File: src/rtl/adc_bus_pkg.sv
package adc_bus_pkg;
  // Sampled control pins in one bundle
  typedef struct packed {
    logic ce;
    logic cs_n;
    logic rc;
    logic a0;
    logic wsel;
  } pins_t;

  localparam int PINS_W = $bits(pins_t);
  // Inactive pin levels loaded by reset so no start appears after reset
  localparam pins_t PINS_IDLE = '{ce: 1'b0, cs_n: 1'b1, rc: 1'b1, a0: 1'b0, wsel: 1'b0};
endpackage

File: src/rtl/pin_sync.sv
module pin_sync #(
  parameter int W      = 5,
  parameter int STAGES = 2,
  parameter logic [W-1:0] RST_VAL = '0
) (
  input  logic         clk_i,
  input  logic         rst_i,
  input  logic [W-1:0] d_i,
  output logic [W-1:0] q_o
);
  logic [W-1:0] stg [STAGES];

  generate
    for (genvar s = 0; s < STAGES; s++) begin : g_stage
      if (s == 0) begin : g_first
        always_ff @(posedge clk_i) begin
          if (rst_i) stg[s] <= RST_VAL;
          else       stg[s] <= d_i;
        end
      end else begin : g_next
        always_ff @(posedge clk_i) begin
          if (rst_i) stg[s] <= RST_VAL;
          else       stg[s] <= stg[s-1];
        end
      end
    end
  endgenerate

  assign q_o = stg[STAGES-1];
endmodule

File: src/rtl/start_ctl.sv
module start_ctl (
  input  logic clk_i,
  input  logic rst_i,
  input  logic ce,
  input  logic cs_n,
  input  logic rc,
  input  logic a0,
  input  logic busy_i,
  output logic start_o,
  output logic len_short_o
);
  logic cond, cond_q, cond_rise;

  // Whichever pin completes the condition, the combined term rises once
  assign cond      = ce & ~cs_n & ~rc;
  assign cond_rise = cond & ~cond_q;

  always_ff @(posedge clk_i) begin
    if (rst_i) begin
      cond_q      <= 1'b0;
      start_o     <= 1'b0;
      len_short_o <= 1'b0;
    end else begin
      cond_q  <= cond;
      start_o <= cond_rise & ~busy_i;
      // Length follows every start transition, busy or not
      if (cond_rise) len_short_o <= a0;
    end
  end
endmodule

File: src/rtl/read_mux.sv
module read_mux #(
  parameter int RES_W  = 12,
  parameter int BYTE_W = 8
) (
  input  logic             clk_i,
  input  logic             rst_i,
  input  adc_bus_pkg::pins_t pins_i,
  input  logic             busy_i,
  input  logic [RES_W-1:0] result_i,
  output logic [RES_W-1:0] data_o,
  output logic             oe_upper_o,
  output logic             oe_lower_o
);
  localparam int LO_W  = RES_W - BYTE_W;
  localparam int PAD_W = BYTE_W - LO_W;

  logic              rd_en;
  logic [BYTE_W-1:0] hi_byte, lo_byte, sel_byte;

  assign rd_en    = pins_i.rc & ~busy_i & pins_i.ce & ~pins_i.cs_n;
  assign hi_byte  = result_i[RES_W-1:LO_W];
  assign lo_byte  = {result_i[LO_W-1:0], {PAD_W{1'b0}}};
  assign sel_byte = pins_i.a0 ? lo_byte : hi_byte;

  always_ff @(posedge clk_i) begin
    if (rst_i || !rd_en) begin
      data_o     <= '0;
      oe_upper_o <= 1'b0;
      oe_lower_o <= 1'b0;
    end else if (pins_i.wsel) begin
      data_o     <= result_i;
      oe_upper_o <= 1'b1;
      oe_lower_o <= 1'b1;
    end else begin
      data_o     <= {sel_byte, {LO_W{1'b0}}};
      oe_upper_o <= 1'b1;
      oe_lower_o <= 1'b0;
    end
  end
endmodule

File: src/rtl/adc_bus_ctrl.sv
module adc_bus_ctrl #(
  parameter int RES_W       = 12,
  parameter int BYTE_W      = 8,
  parameter int SYNC_STAGES = 2
) (
  input  logic             clk_i,
  input  logic             rst_i,
  input  logic             ce_i,
  input  logic             cs_n_i,
  input  logic             rc_i,
  input  logic             a0_i,
  input  logic             wsel_i,
  input  logic             busy_i,
  input  logic [RES_W-1:0] result_i,
  output logic             start_o,
  output logic             len_short_o,
  output logic [RES_W-1:0] data_o,
  output logic             oe_upper_o,
  output logic             oe_lower_o
);
  import adc_bus_pkg::*;

  pins_t pins_raw, pins_s;

  assign pins_raw = '{ce: ce_i, cs_n: cs_n_i, rc: rc_i, a0: a0_i, wsel: wsel_i};

  pin_sync #(
    .W      (PINS_W),
    .STAGES (SYNC_STAGES),
    .RST_VAL(PINS_IDLE)
  ) u_sync (
    .clk_i(clk_i),
    .rst_i(rst_i),
    .d_i  (pins_raw),
    .q_o  (pins_s)
  );

  start_ctl u_start (
    .clk_i      (clk_i),
    .rst_i      (rst_i),
    .ce         (pins_s.ce),
    .cs_n       (pins_s.cs_n),
    .rc         (pins_s.rc),
    .a0         (pins_s.a0),
    .busy_i     (busy_i),
    .start_o    (start_o),
    .len_short_o(len_short_o)
  );

  read_mux #(
    .RES_W (RES_W),
    .BYTE_W(BYTE_W)
  ) u_read (
    .clk_i     (clk_i),
    .rst_i     (rst_i),
    .pins_i    (pins_s),
    .busy_i    (busy_i),
    .result_i  (result_i),
    .data_o    (data_o),
    .oe_upper_o(oe_upper_o),
    .oe_lower_o(oe_lower_o)
  );
endmodule

File: config.mk
export PLATFORM = sky130hd
export DESIGN_NAME = adc_bus_ctrl
export DESIGN_NICKNAME = d
export VERILOG_FILES = /design/src/rtl/adc_bus_pkg.sv /design/src/rtl/pin_sync.sv /design/src/rtl/start_ctl.sv /design/src/rtl/read_mux.sv /design/src/rtl/adc_bus_ctrl.sv
export SDC_FILE = /design/constraint.sdc
export NUM_CORES = 1
export LEC_CHECK = 0
export BUFFER_PORTS_ARGS = -buffer_cell sky130_fd_sc_hd__buf_4
export CAP_MARGIN = 25
export CELL_PAD_IN_SITES_DETAIL_PLACEMENT = 0
export CELL_PAD_IN_SITES_GLOBAL_PLACEMENT = 1
export CORE_ASPECT_RATIO = 0.75
export CORE_MARGIN = 5
export CORE_UTILIZATION = 36
export DETAILED_ROUTE_END_ITERATION = 6
export PLACE_DENSITY_LB_ADDON = 0.1
export SYNTH_ARGS = -nofsm -noshare
export SYNTH_HDL_FRONTEND = slang
export SYNTH_SLANG_ARGS = --single-unit
export TNS_END_PERCENT = 10
File: constraint.sdc
create_clock -name clk_i -period 2.5 [get_ports clk_i]
set_input_delay 0.75 -clock clk_i [delete_from_list [all_inputs] [get_ports clk_i]]
set_output_delay 0.75 -clock clk_i [all_outputs]
set_load 0.01 [all_outputs]
# Yosys cells after proc, flatten, opt, wreduce, memory -nomap -nowiden
# Memories as Yosys holds them, arrays and structs flattened.
# Cells that the tools add are included.
# op_classes
n_mux,9
bitwise,14
n_reduce_logical,3
# op_table
op,n
two-way mux 12 bit,1
two-way mux 5 bit,2
two-way mux 8 bit,1
bitwise AND 1 bit,7
two-way mux 1 bit,5
NOT 1 bit,5
OR 1 bit,2
OR reduction 2 bit,1
logical NOT 1 bit,1
logical OR 1 bit,1
# totals
reg_bits,17
ramBits,10
in_bits,20
output_inout_bits,16
wordCells,34
memories,1
# memory_table
name,words,width,read_ports,rd_ports_with_merged_regs,write_ports,line_no,source
u_sync.stg,2,5,2,0,2,pin_sync.sv:11,logic [W-1:0] stg [STAGES];

# Longest topological paths before layout
# Gate-level depths: netlist of the first run.
# logic_depth
depth_word,7
ltp_mapped,4
depth_no_buf,4

# By module
# A second synthesis of the first run with hierarchy kept.
# unflattened
cells_unflattened,66
area_unflattened_um2,809.5
# by_module_without_submodules
mod,n_inst,cells_per_inst,area_per_inst_um2,seq_area_each_um2
read_mux,1,37,436.7,280.3
pin_sync,1,20,262.8,200.2
start_ctl,1,9,110.1,60.1

# Worst setup path before layout of the first run
# OpenSTA, ideal clock, no wires.
# synth_timing
kind,input to register
start,input port rst_i
end,memory u_sync.stg[0][2]
setup_time_ns,0.123
t_arrival_ns,1.196
required_ns,2.377
path_slack_ns,1.181
cell_stages,2
path_buffers,1
cell_sequence,clkbuf_1 > or2_2
# synth_lines
item,line_no,source
from (decl),adc_bus_ctrl.sv:7,"input logic rst_i,"
to (decl),pin_sync.sv:11,

# Worst setup path after layout of the first run
# layout_timing
start,register u_start.len_short_o
end,output port len_short_o
# layout_lines
item,line_no,source
from (decl),start_ctl.sv:10,output logic len_short_o
from (signal assigned),start_ctl.sv:22,len_short_o <= 1'b0;
from (signal assigned),start_ctl.sv:27,if (cond_rise) len_short_o <= a0;
to (decl),adc_bus_ctrl.sv:16,"output logic len_short_o,"
# No word-level cell between the ends.

==> results of run 1 <==
registers in the layout (all words and copies together), names as in the netlist:
register             cells
u_sync.stg              10
u_read.data_o           12
u_read.oe_lower_o        1
u_start.start_o          1
u_start.len_short_o      1
u_start.cond_q           1
u_read.oe_upper_o        1
per-stage QoR:
step | instances | cell area [µm²]
after floorplan | 66 | 810.8
after global placement | 123 | 1092
after detailed placement | 123 | 1092
after CTS | 127 | 1119
after global routing | 127 | 1119
final | 127 | 1119
cells by family (layout without fill, tap and decap cells):
family        Yosys count  after routing
flops                  27             27
buf+inv                 3             40
mux                     5              5
simple gates           31             31
power groups by stage:
stage | sequential [µW] | clock (µW) | combinational (µW)
after global routing | 443 | 204 | 44.1
after detailed placement | 451 | 0 | 40.3
final | 442 | 174 | 39.6
after global placement | 451 | 0 | 39.5
after floorplan | 451 | 0 | 14.9
after CTS | 442 | 184 | 40.4
area by class of cell:
type / count / area [µm²] / area share [%]
repair buffers: 35 / 262.8 / 23.49
well taps: 24 / 30.03 / 2.685
clock buffers: 4 / 26.28 / 2.349
multi-input cells: 36 / 255.2 / 22.82
inverters: 1 / 3.754 / 0.3356
flip-flops and latches: 27 / 540.5 / 48.32
how the worst min path moves through the flow:
| stage | end | slack (ns) |
|---|---|---|
| final | u_sync.stg[1][3] | 0.42 |
| after global routing | u_sync.stg[1][3] | 0.44 |
| after floorplan | u_sync.stg[1][2] | 0.39 |
| after CTS | u_sync.stg[1][3] | 0.43 |
| after detailed placement | u_sync.stg[1][3] | 0.39 |
| after global placement | u_sync.stg[1][3] | 0.40 |
cells in the final DEF (no fill, tap or decap):
cell type / instances
buf_4: 35
dfxtp_1: 27
and3_1: 8
nor2_1: 6
nor2b_1: 6
mux2i_1: 5
or2_2: 4
clkbuf_4: 3
nor2b_2: 1
nand3_2: 1
inv_2: 1
and2_1: 1
nor3b_1: 1
nand2b_1: 1
nor4b_4: 1
and2_2: 1
clkbuf_1: 1
per-layer routing:
layer	GRT usage [%]	vias up	wire length (µm)
li1	-	289	-
met1	11.17	241	634
met2	14.43	26	619
met3	5.263	2	200
met4	3.158	0	16
met5	0	-	0
==> metrics.txt, run 1 <==
run status=finished clean; CTS buffer count=3; first-pass iteration count of the detailed router=4; fraction of power consumed by the clock network=26.5%; switching power=127.7 µW; DRC=0; ratio of total power to cell area=a little under 600 nW/µm²; Yosys cell types=16; share of the synthesized area in the top cell type=66.67%; global-route usage over all layers=9.406%; cell accounting for the most synthesized area=dfxtp_1; synthesized area=between 800 and 900 µm²; flop and latch count out of synthesis=27; n_diodes=0; remaining antenna violation count after routing=0; Top-Level Pins=36; Leakage=0.0005509 µW; cell types with the highest counts after synthesis=dfxtp_1 (27), and3_1 (8), nor2_1 (6), nor2b_1 (6), mux2i_1 (5); Clock Latency Late Sink=between 0.3 and 0.4 ns; area inside the core boundary=2085 µm²; dominant synthesized flop cell=dfxtp_1; logic depth of the worst setup path including buffers=1; skew final=0.001570 ns; final net count=124; Compound-Gate Fraction of Synth Area=0%; total negative slack=0 ns; final cycle utilization of the critical path=61.16%; number of filler cells placed in the layout=188; number of vias after detailed routing=between 500 and 600; Gate Count Post-Synth=66; die outline area=3311 µm²; initial antenna violation count=0; Hold Path Origin=u_sync.stg[0][3]; Crit path buffers/inverters=1; critical path cell sequence=buf_4; crit end category=output port; number of maximum-capacitance constraint violations=0; combinational family with the most area after synthesis=simple AND/OR/NAND/NOR gates; minimum period implied by the final worst setup slack=between 1.5 and 2 ns; combinational share of power=6.0%; setup slack after layout=0.9710 ns; Critical Path Max Stage Delay=0.35 ns; effective utilization at floorplan=38.90%; startpoint type of the worst setup path=flop; clock transition time at the flip-flop clock pins of the worst setup and hold paths=0.12 ns; grt ovf=0; Die Width=64.80 µm; hold bufs inserted after CTS=0; Post-synth EDFFs=0; Crit Path Class=reg -> out; highest net fanout along the worst path=2; sinks on the clock net=27; part of the total power dissipated in sequential elements=roughly two thirds; R2R setup slack=1.35 ns; clock buffer depth=2; deepest level of the CTS H-tree=1; share of the core filled with cells in the final layout=53.66%; post-synthesis share of cell area spent on xor and xnor gates=0%; slew margin rel.=roughly 75%; aggregate routed wire length=1470 µm; launch point of the worst path=u_start.len_short_o; Via density=4.394; die height=51.10 µm; adder-cell share of the synthesized area=0%; family with the most delay on the worst path=flip-flops; wire length per cell=11.57 µm; worst-margin pin slew=0.3724 ns; endpoints failing setup=0; endpoints failing hold=0; top cells by area, synth=dfxtp_1 (67%), and3_1 (6.2%), mux2i_1 (6.2%); postcts setup bufs=0; worst hold slack=0.4234 ns; Slowest-stage cell, CP=dfxtp_1; synthesized-area fraction occupied by and/or/nand/nor cells=~25%; total power=655.3 µW; vias in the first global route=539; path category of the worst min-delay check=reg -> reg; Post-Place Worst Slack=0.9050 ns; root buf cell=clkbuf_4; number of cell instances on the worst register-to-register path=3; total count of max-transition violations in the final report=0; global-route wire length before repair=2373 µm; average footprint of a synthesized cell=12.28 µm²; gpl congestion=0.6623; maximum operating frequency=between 600 and 700 MHz; Critical Path RT=1.75 ns; setup repair after global routing missed its margin=false; synthesis-to-layout area growth=37.96%; share of cell area taken by muxes after synthesis=slightly above 6%; hpwl dp=1178 µm; CP Data Arrival Time=0.78 ns; maximum vdd ir drop=0.3313 mV; number of DRC violations after detailed-routing iteration 0=1; timing endpoint of the critical path=len_short_o; share of the yosys chip area belonging to registers=between 60% and 70%; worst reg2reg path startpoint=u_sync.stg[1][0]; largest net degree at the start of global routing=15; Switching Share=19.49%; IO Port Bufs=35; Yosys warning count=0; number of standard-cell rows in the floorplan=14; design internal power=527.6 µW; share of flip-flops with an asynchronous set or reset after synthesis=0%; number of gates resized after CTS=0; leading cell type by number of instances after synthesis=dfxtp_1; TritonCTS clock tree=yes; Net Count, Synth=86; share of final-layout standard cells stronger than drive strength 1=a little under half; worst reg2reg path endpoint=u_read.data_o[8]; number of cells on the worst hold path=1
Note: power is estimated with default switching activity, not from simulation.
==> run 2: changes to the inputs <==
--- a/config.mk
+++ b/config.mk
@@ -11,7 +11,7 @@
 export CELL_PAD_IN_SITES_GLOBAL_PLACEMENT = 1
 export CORE_ASPECT_RATIO = 0.75
 export CORE_MARGIN = 5
-export CORE_UTILIZATION = 36
+export CORE_UTILIZATION = 30
 export DETAILED_ROUTE_END_ITERATION = 6
 export PLACE_DENSITY_LB_ADDON = 0.1
 export SYNTH_ARGS = -nofsm -noshare
==> constraint.sdc (replaced) <==
create_clock -name clk_i -period 1.25 [get_ports clk_i]
set_input_delay 0.375 -clock clk_i [delete_from_list [all_inputs] [get_ports clk_i]]
set_output_delay 0.375 -clock clk_i [all_outputs]
set_load 0.01 [all_outputs]
==> run 2 against run 1 <==
First-iteration DRC count rose to 26 times the previous value. Critical endpoint unchanged. Sequential power rose by 100%. Non-clock buffer count rose by 2. Global-route usage fell by 1.1 points. Register-to-register slack got worse by 1.2 ns. Flip-flop and latch count did not move. Utilization fell by 9.5 points. Count of clock-buffer cells in the layout did not move. Clock power rose by 100%. Total power rose by 100%. Critical path type unchanged. Highest routed layer unchanged. Routed wire length rose by 3.7%.
==> metrics.txt, run 2 (synthesized netlist as in run 1, its figures left out) <==
run status=finished clean; initial antenna violation count=0 (unchanged); maximum operating frequency=858.9 MHz; highest net fanout along the worst path=2 (unchanged); Die Width=70.03 µm (+8.1%); number of DRC violations after detailed-routing iteration 0=26 (+25); sinks on the clock net=27 (unchanged); final net count=126 (+1.6%); leading registers by flop count=u_read.data_o x12, u_sync.stg x10; first-pass iteration count of the detailed router=3 (-1); slew margin rel.=72.86% (-2.3 points); skew final=0.005793 ns (+0.004224 ns); n_diodes=0 (unchanged); Crit Path Class=reg -> out; final cycle utilization of the critical path=93.14%; commonest non-fill, non-tap cell in the layout=buf_4; number of maximum-capacitance constraint violations=0 (unchanged); Via density=3.972 (-9.6%); gpl congestion=0.6911 (+4.3%); clock buffer depth=2 (unchanged); area inside the core boundary=2603 µm² (+25%); DRC=0 (unchanged); largest net degree at the start of global routing=15 (unchanged); critical path cell sequence=buf_4; postcts setup bufs=0 (unchanged); hold bufs inserted after CTS=0 (unchanged); endpoints failing hold=0 (unchanged); Leakage=0.0005604 µW (+1.7%); family with the most delay on the worst path=flip-flops; setup repair after global routing missed its margin=false; deepest level of the CTS H-tree=1 (unchanged); minimum period implied by the final worst setup slack=~1.2 ns; wire length per cell=10.81 µm (-6.6%); grt ovf=0 (unchanged); number of standard-cell rows in the floorplan=16 (+2); share of final-layout standard cells stronger than drive strength 1=46.67% (+1.0 points); Slowest-stage cell, CP=dfxtp_1; share of the core filled with cells in the final layout=44.13% (-9.5 points); total count of max-transition violations in the final report=0 (unchanged); number of vias after detailed routing=560 (+0.36%); Clock Latency Late Sink=0.31 ns (about the same); die height=55.02 µm (+7.7%); global-route usage over all layers=8.270% (-1.1 points); hpwl dp=1203 µm (+2.2%); endpoints failing setup=0 (unchanged); max reg flops=12 (unchanged); Critical Path Max Stage Delay=0.36 ns (about the same); TritonCTS clock tree=yes; clock transition time at the flip-flop clock pins of the worst setup and hold paths=0.13 ns (about the same); maximum vdd ir drop=0.5704 mV (+72%); Top-Level Pins=36 (unchanged); die outline area=3853 µm² (+16%); total power=1318 µW (+100%); path category of the worst min-delay check=in -> reg; total negative slack=0 ns (unchanged); ratio of total power to cell area=1147 nW/µm² (+96%); Critical Path RT=0.88 ns (-0.87 ns); vias in the first global route=505 (-6.3%); R2R setup slack=0.16 ns (-1.19 ns); aggregate routed wire length=1524 µm (+3.7%); remaining antenna violation count after routing=0 (unchanged); CP Data Arrival Time=0.79 ns (about the same); startpoint type of the worst setup path=flop; synthesis-to-layout area growth=41.67%; worst hold slack=0.2331 ns (-0.1903 ns); most frequent cells in the layout=buf_4 (37), dfxtp_1 (27), and3_1 (8); root buf cell=clkbuf_4; Largest Register=u_read.data_o; effective utilization at floorplan=31.15% (-7.7 points); Crit path buffers/inverters=1 (unchanged); IO Port Bufs=35 (unchanged); global-route wire length before repair=2270 µm (-4.3%); CTS buffer count=3 (unchanged); worst-margin pin slew=0.4070 ns (+0.03460 ns); number of gates resized after CTS=0 (unchanged); crit end category=output port
[run 2: changes by cell type in the layout (fill, tap and decap cells not counted), sizes merged]
cell / before / now
buf: 35 / 37
[run 2: final timing paths]
check / from / depth (start not counted) / endpoint
worst max register to register: u_sync.stg[1][0] / 3 / u_read.data_o[9]
worst max-delay path: u_start.len_short_o / 1 / len_short_o
worst min register to register: u_sync.stg[0][2] / 1 / u_sync.stg[1][2]
worst min-delay path: cs_n_i / 2 / u_sync.stg[0][3]
[run 2: area by class of cell]
type	instances	area [µm²]
Fill cell	268	1454
Sequential cell	27	540.5
Timing Repair Buffer	37	277.8
Multi-Input combinational cell	36	255.2
Tap cell	36	45.04
Clock buffer	4	26.28
Inverter	1	3.754
[run 2: power breakdown]
part | switching [µW] | total, µW | internal (µW)
sequential | 6.32 | 882 | 876
combinational | 25.8 | 82.0 | 56.3
clock | 229 | 353 | 125
[run 2: metal layers]
layer	part of all wire, %	wire (µm)	up-vias	global-route usage, %
met5	0	0	-	0
met4	1.3	20	0	3.822
met3	9.8	150	2	5.054
met2	41	618	24	12.07
met1	48	735	242	9.748
li1	-	-	292	-
[run 2: metrics by stage]
step                      setup WS (ns)  instances  cell area (µm²)
after floorplan                  0.2664         66            810.8
after global placement           0.1356        137             1122
after detailed placement        0.07461        137             1122
after CTS                       0.06200        141             1149
after global routing            0.03830        141             1149
final                           0.08576        141             1149
==> run 3: changes to the inputs <==
--- a/config.mk
+++ b/config.mk
@@ -5,6 +5,7 @@
 export SDC_FILE = /design/constraint.sdc
 export NUM_CORES = 1
 export LEC_CHECK = 0
+export ABC_AREA = 1
 export BUFFER_PORTS_ARGS = -buffer_cell sky130_fd_sc_hd__buf_4
 export CAP_MARGIN = 25
 export CELL_PAD_IN_SITES_DETAIL_PLACEMENT = 0
==> run 3 against run 2 <==
Synthesized cell count rose by 50%. Sequential share of layout area fell by 3.5 points. Clock power rose by 33%.
==> metrics.txt, run 3 <==
largest net degree at the start of global routing=16 (+1); postcts setup bufs=0 (unchanged); R2R setup slack=0.26 ns (+0.10 ns); most frequent cells in the layout=buf_4 (35), dfxtp_1 (27), inv_1 (21); path category of the worst min-delay check=in -> reg; remaining antenna violation count after routing=0 (unchanged); number of vias after detailed routing=657 (+17%); number of filler cells placed in the layout=297 (+11%); number of cell instances on the worst register-to-register path=6 (+3); endpoints failing hold=0 (unchanged); global-route wire length before repair=2877 µm (+27%); aggregate routed wire length=1605 µm (+5.3%); gpl congestion=0.7229 (+4.6%); maximum vdd ir drop=0.6334 mV (+11%); Yosys warning count=0 (unchanged); Leakage=0.0006646 µW (+19%); vias in the first global route=660 (+31%); critical path cell sequence=buf_4; skew final=0.004582 ns (-0.001211 ns); Crit path buffers/inverters=1 (unchanged); Die Width=73.23 µm (+4.6%); flop and latch count out of synthesis=27 (unchanged); Crit Path Class=reg -> out; Post-Place Worst Slack=0.1252 ns (+0.05058 ns); top cells by area, synth=dfxtp_1 (60%), inv_1 (8.8%), nor2_1 (5.8%); grt ovf=0 (unchanged); Net Count, Synth=119 (+38%); die height=57.43 µm (+4.4%); number of DRC violations after detailed-routing iteration 0=21 (-19%); initial antenna violation count=0 (unchanged); area inside the core boundary=2914 µm² (+12%); maximum operating frequency=914.9 MHz (+6.5%); share of the synthesized area in the top cell type=60.08% (-6.6 points); setup slack after layout=0.1569 ns (+0.07118 ns); clock transition time at the flip-flop clock pins of the worst setup and hold paths=0.09 ns (-0.04 ns); number of maximum-capacitance constraint violations=0 (unchanged); share of the core filled with cells in the final layout=42.55% (-1.6 points); family with the most delay on the worst path=flip-flops; synthesis-to-layout area growth=37.83%; number of gates resized after CTS=0 (unchanged); Largest Register=u_read.data_o; final net count=157 (+25%); effective utilization at floorplan=30.87% (-0.28 points); n_diodes=0 (unchanged); CP Data Arrival Time=0.72 ns (-0.07 ns); worst hold slack=0.2919 ns (+0.05882 ns); dominant synthesized flop cell=dfxtp_1; number of cells on the worst hold path=2 (unchanged); crit end category=output port; Yosys cell types=19 (+3); leading registers by flop count=u_read.data_o x12, u_sync.stg x10; setup repair after global routing missed its margin=false; Via density=3.776 (-4.9%); root buf cell=clkbuf_8; highest net fanout along the worst path=2 (unchanged); Critical Path Max Stage Delay=0.34 ns (-0.02 ns); number of standard-cell rows in the floorplan=17 (+1); share of flip-flops with an asynchronous set or reset after synthesis=0% (unchanged); Hold Path Origin=busy_i; average footprint of a synthesized cell=9.087 µm² (-26%); IO Port Bufs=35 (unchanged); worst reg2reg path startpoint=u_sync.stg[1][0]; worst-margin pin slew=0.2744 ns (-0.1326 ns); DRC=0 (unchanged); endpoint of the worst hold-timing path=u_start.start_o; Top-Level Pins=36 (unchanged); Clock Latency Late Sink=0.26 ns (-0.05 ns); deepest level of the CTS H-tree=1 (unchanged); wire length per cell=9.224 µm (-15%); ratio of total power to cell area=1171 nW/µm² (+2.1%); total negative slack=0 ns (unchanged); startpoint type of the worst setup path=flop; Critical Path RT=0.88 ns (about the same); endpoints failing setup=0 (unchanged); leading cell type by number of instances after synthesis=dfxtp_1; Slowest-stage cell, CP=dfxtp_1; TritonCTS clock tree=yes; first-pass iteration count of the detailed router=4 (+1); cell accounting for the most synthesized area=dfxtp_1; Gate Count Post-Synth=99 (+50%); run status=finished clean; die outline area=4205 µm² (+9.1%); cell types with the highest counts after synthesis=dfxtp_1 (27), inv_1 (21), nor2_1 (14); Post-synth EDFFs=0 (unchanged); total count of max-transition violations in the final report=0 (unchanged); synthesized area=899.6 µm² (+11%); share of final-layout standard cells stronger than drive strength 1=42.65% (-4.0 points); CTS buffer count=3 (unchanged); sinks on the clock net=27 (unchanged); worst reg2reg path endpoint=u_read.data_o[11]; total power=1452 µW (+10%); clock buffer depth=2 (unchanged); hpwl dp=1299 µm (+8.0%); share of the yosys chip area belonging to registers=60.08% (-6.6 points); final cycle utilization of the critical path=87.45% (-5.7 points); slew margin rel.=81.64% (+8.8 points); hold bufs inserted after CTS=0 (unchanged); global-route usage over all layers=8.817% (+0.55 points); commonest non-fill, non-tap cell in the layout=buf_4; max reg flops=12 (unchanged); minimum period implied by the final worst setup slack=1.093 ns (-0.07118 ns)
## run 3: worst max-delay path by stage
stage	startpoint	endpoint	slack, ns	cells after the start
after global placement	rst_i	u_read.data_o[0]	0.16	6
final	u_start.len_short_o	len_short_o	0.16	1
after CTS	u_start.len_short_o	len_short_o	0.14	1
after floorplan	rst_i	u_sync.stg[1][3]	0.33	2
after global routing	u_start.len_short_o	len_short_o	0.09	1
after detailed placement	rst_i	u_read.data_o[0]	0.13	6
## run 3: cells by family (layout without fill, tap and decap cells)
family	after synthesis	after routing	share of synthesized area, %
and+or+nand+nor	43	43	25.17
buffers and inverters	25	62	11.68
DFF	27	27	60.08
AOI/OAI and AO/OA	4	4	3.060
## run 3: final cells by class
| type | count | area, µm² | share of cell area (%) |
|---|---|---|---|
| clock buffer | 3 | 41.29 | 3.330 |
| inverter | 23 | 88.84 | 7.164 |
| multi-input combinational | 47 | 254.0 | 20.48 |
| clock inverter | 1 | 5.005 | 0.4036 |
| sequential | 27 | 540.5 | 43.59 |
| timing repair buffer | 35 | 262.8 | 21.19 |
| tap | 38 | 47.55 | 3.835 |
## run 3: routing by layer
metal	part of all wire (%)	GRT usage, %
met1	46	11.15
met2	40	12.87
met3	13	5.458
met4	0.75	1.579
met5	0	0
## run 3: power breakdown
group	leakage, µW	switching, µW	internal, µW
Sequential	0.000220	7.32	875
Clock	0.0000255	247	223
Combinational	0.000419	42.9	57.5
Total	0.000665	297	1160
## run 3: metrics by stage
step	instance area, µm²	std cells
CTS	1240	174
floorplan	899.6	99
detailed placement	1194	170
finish	1240	174
global placement	1194	170
global route	1240	174
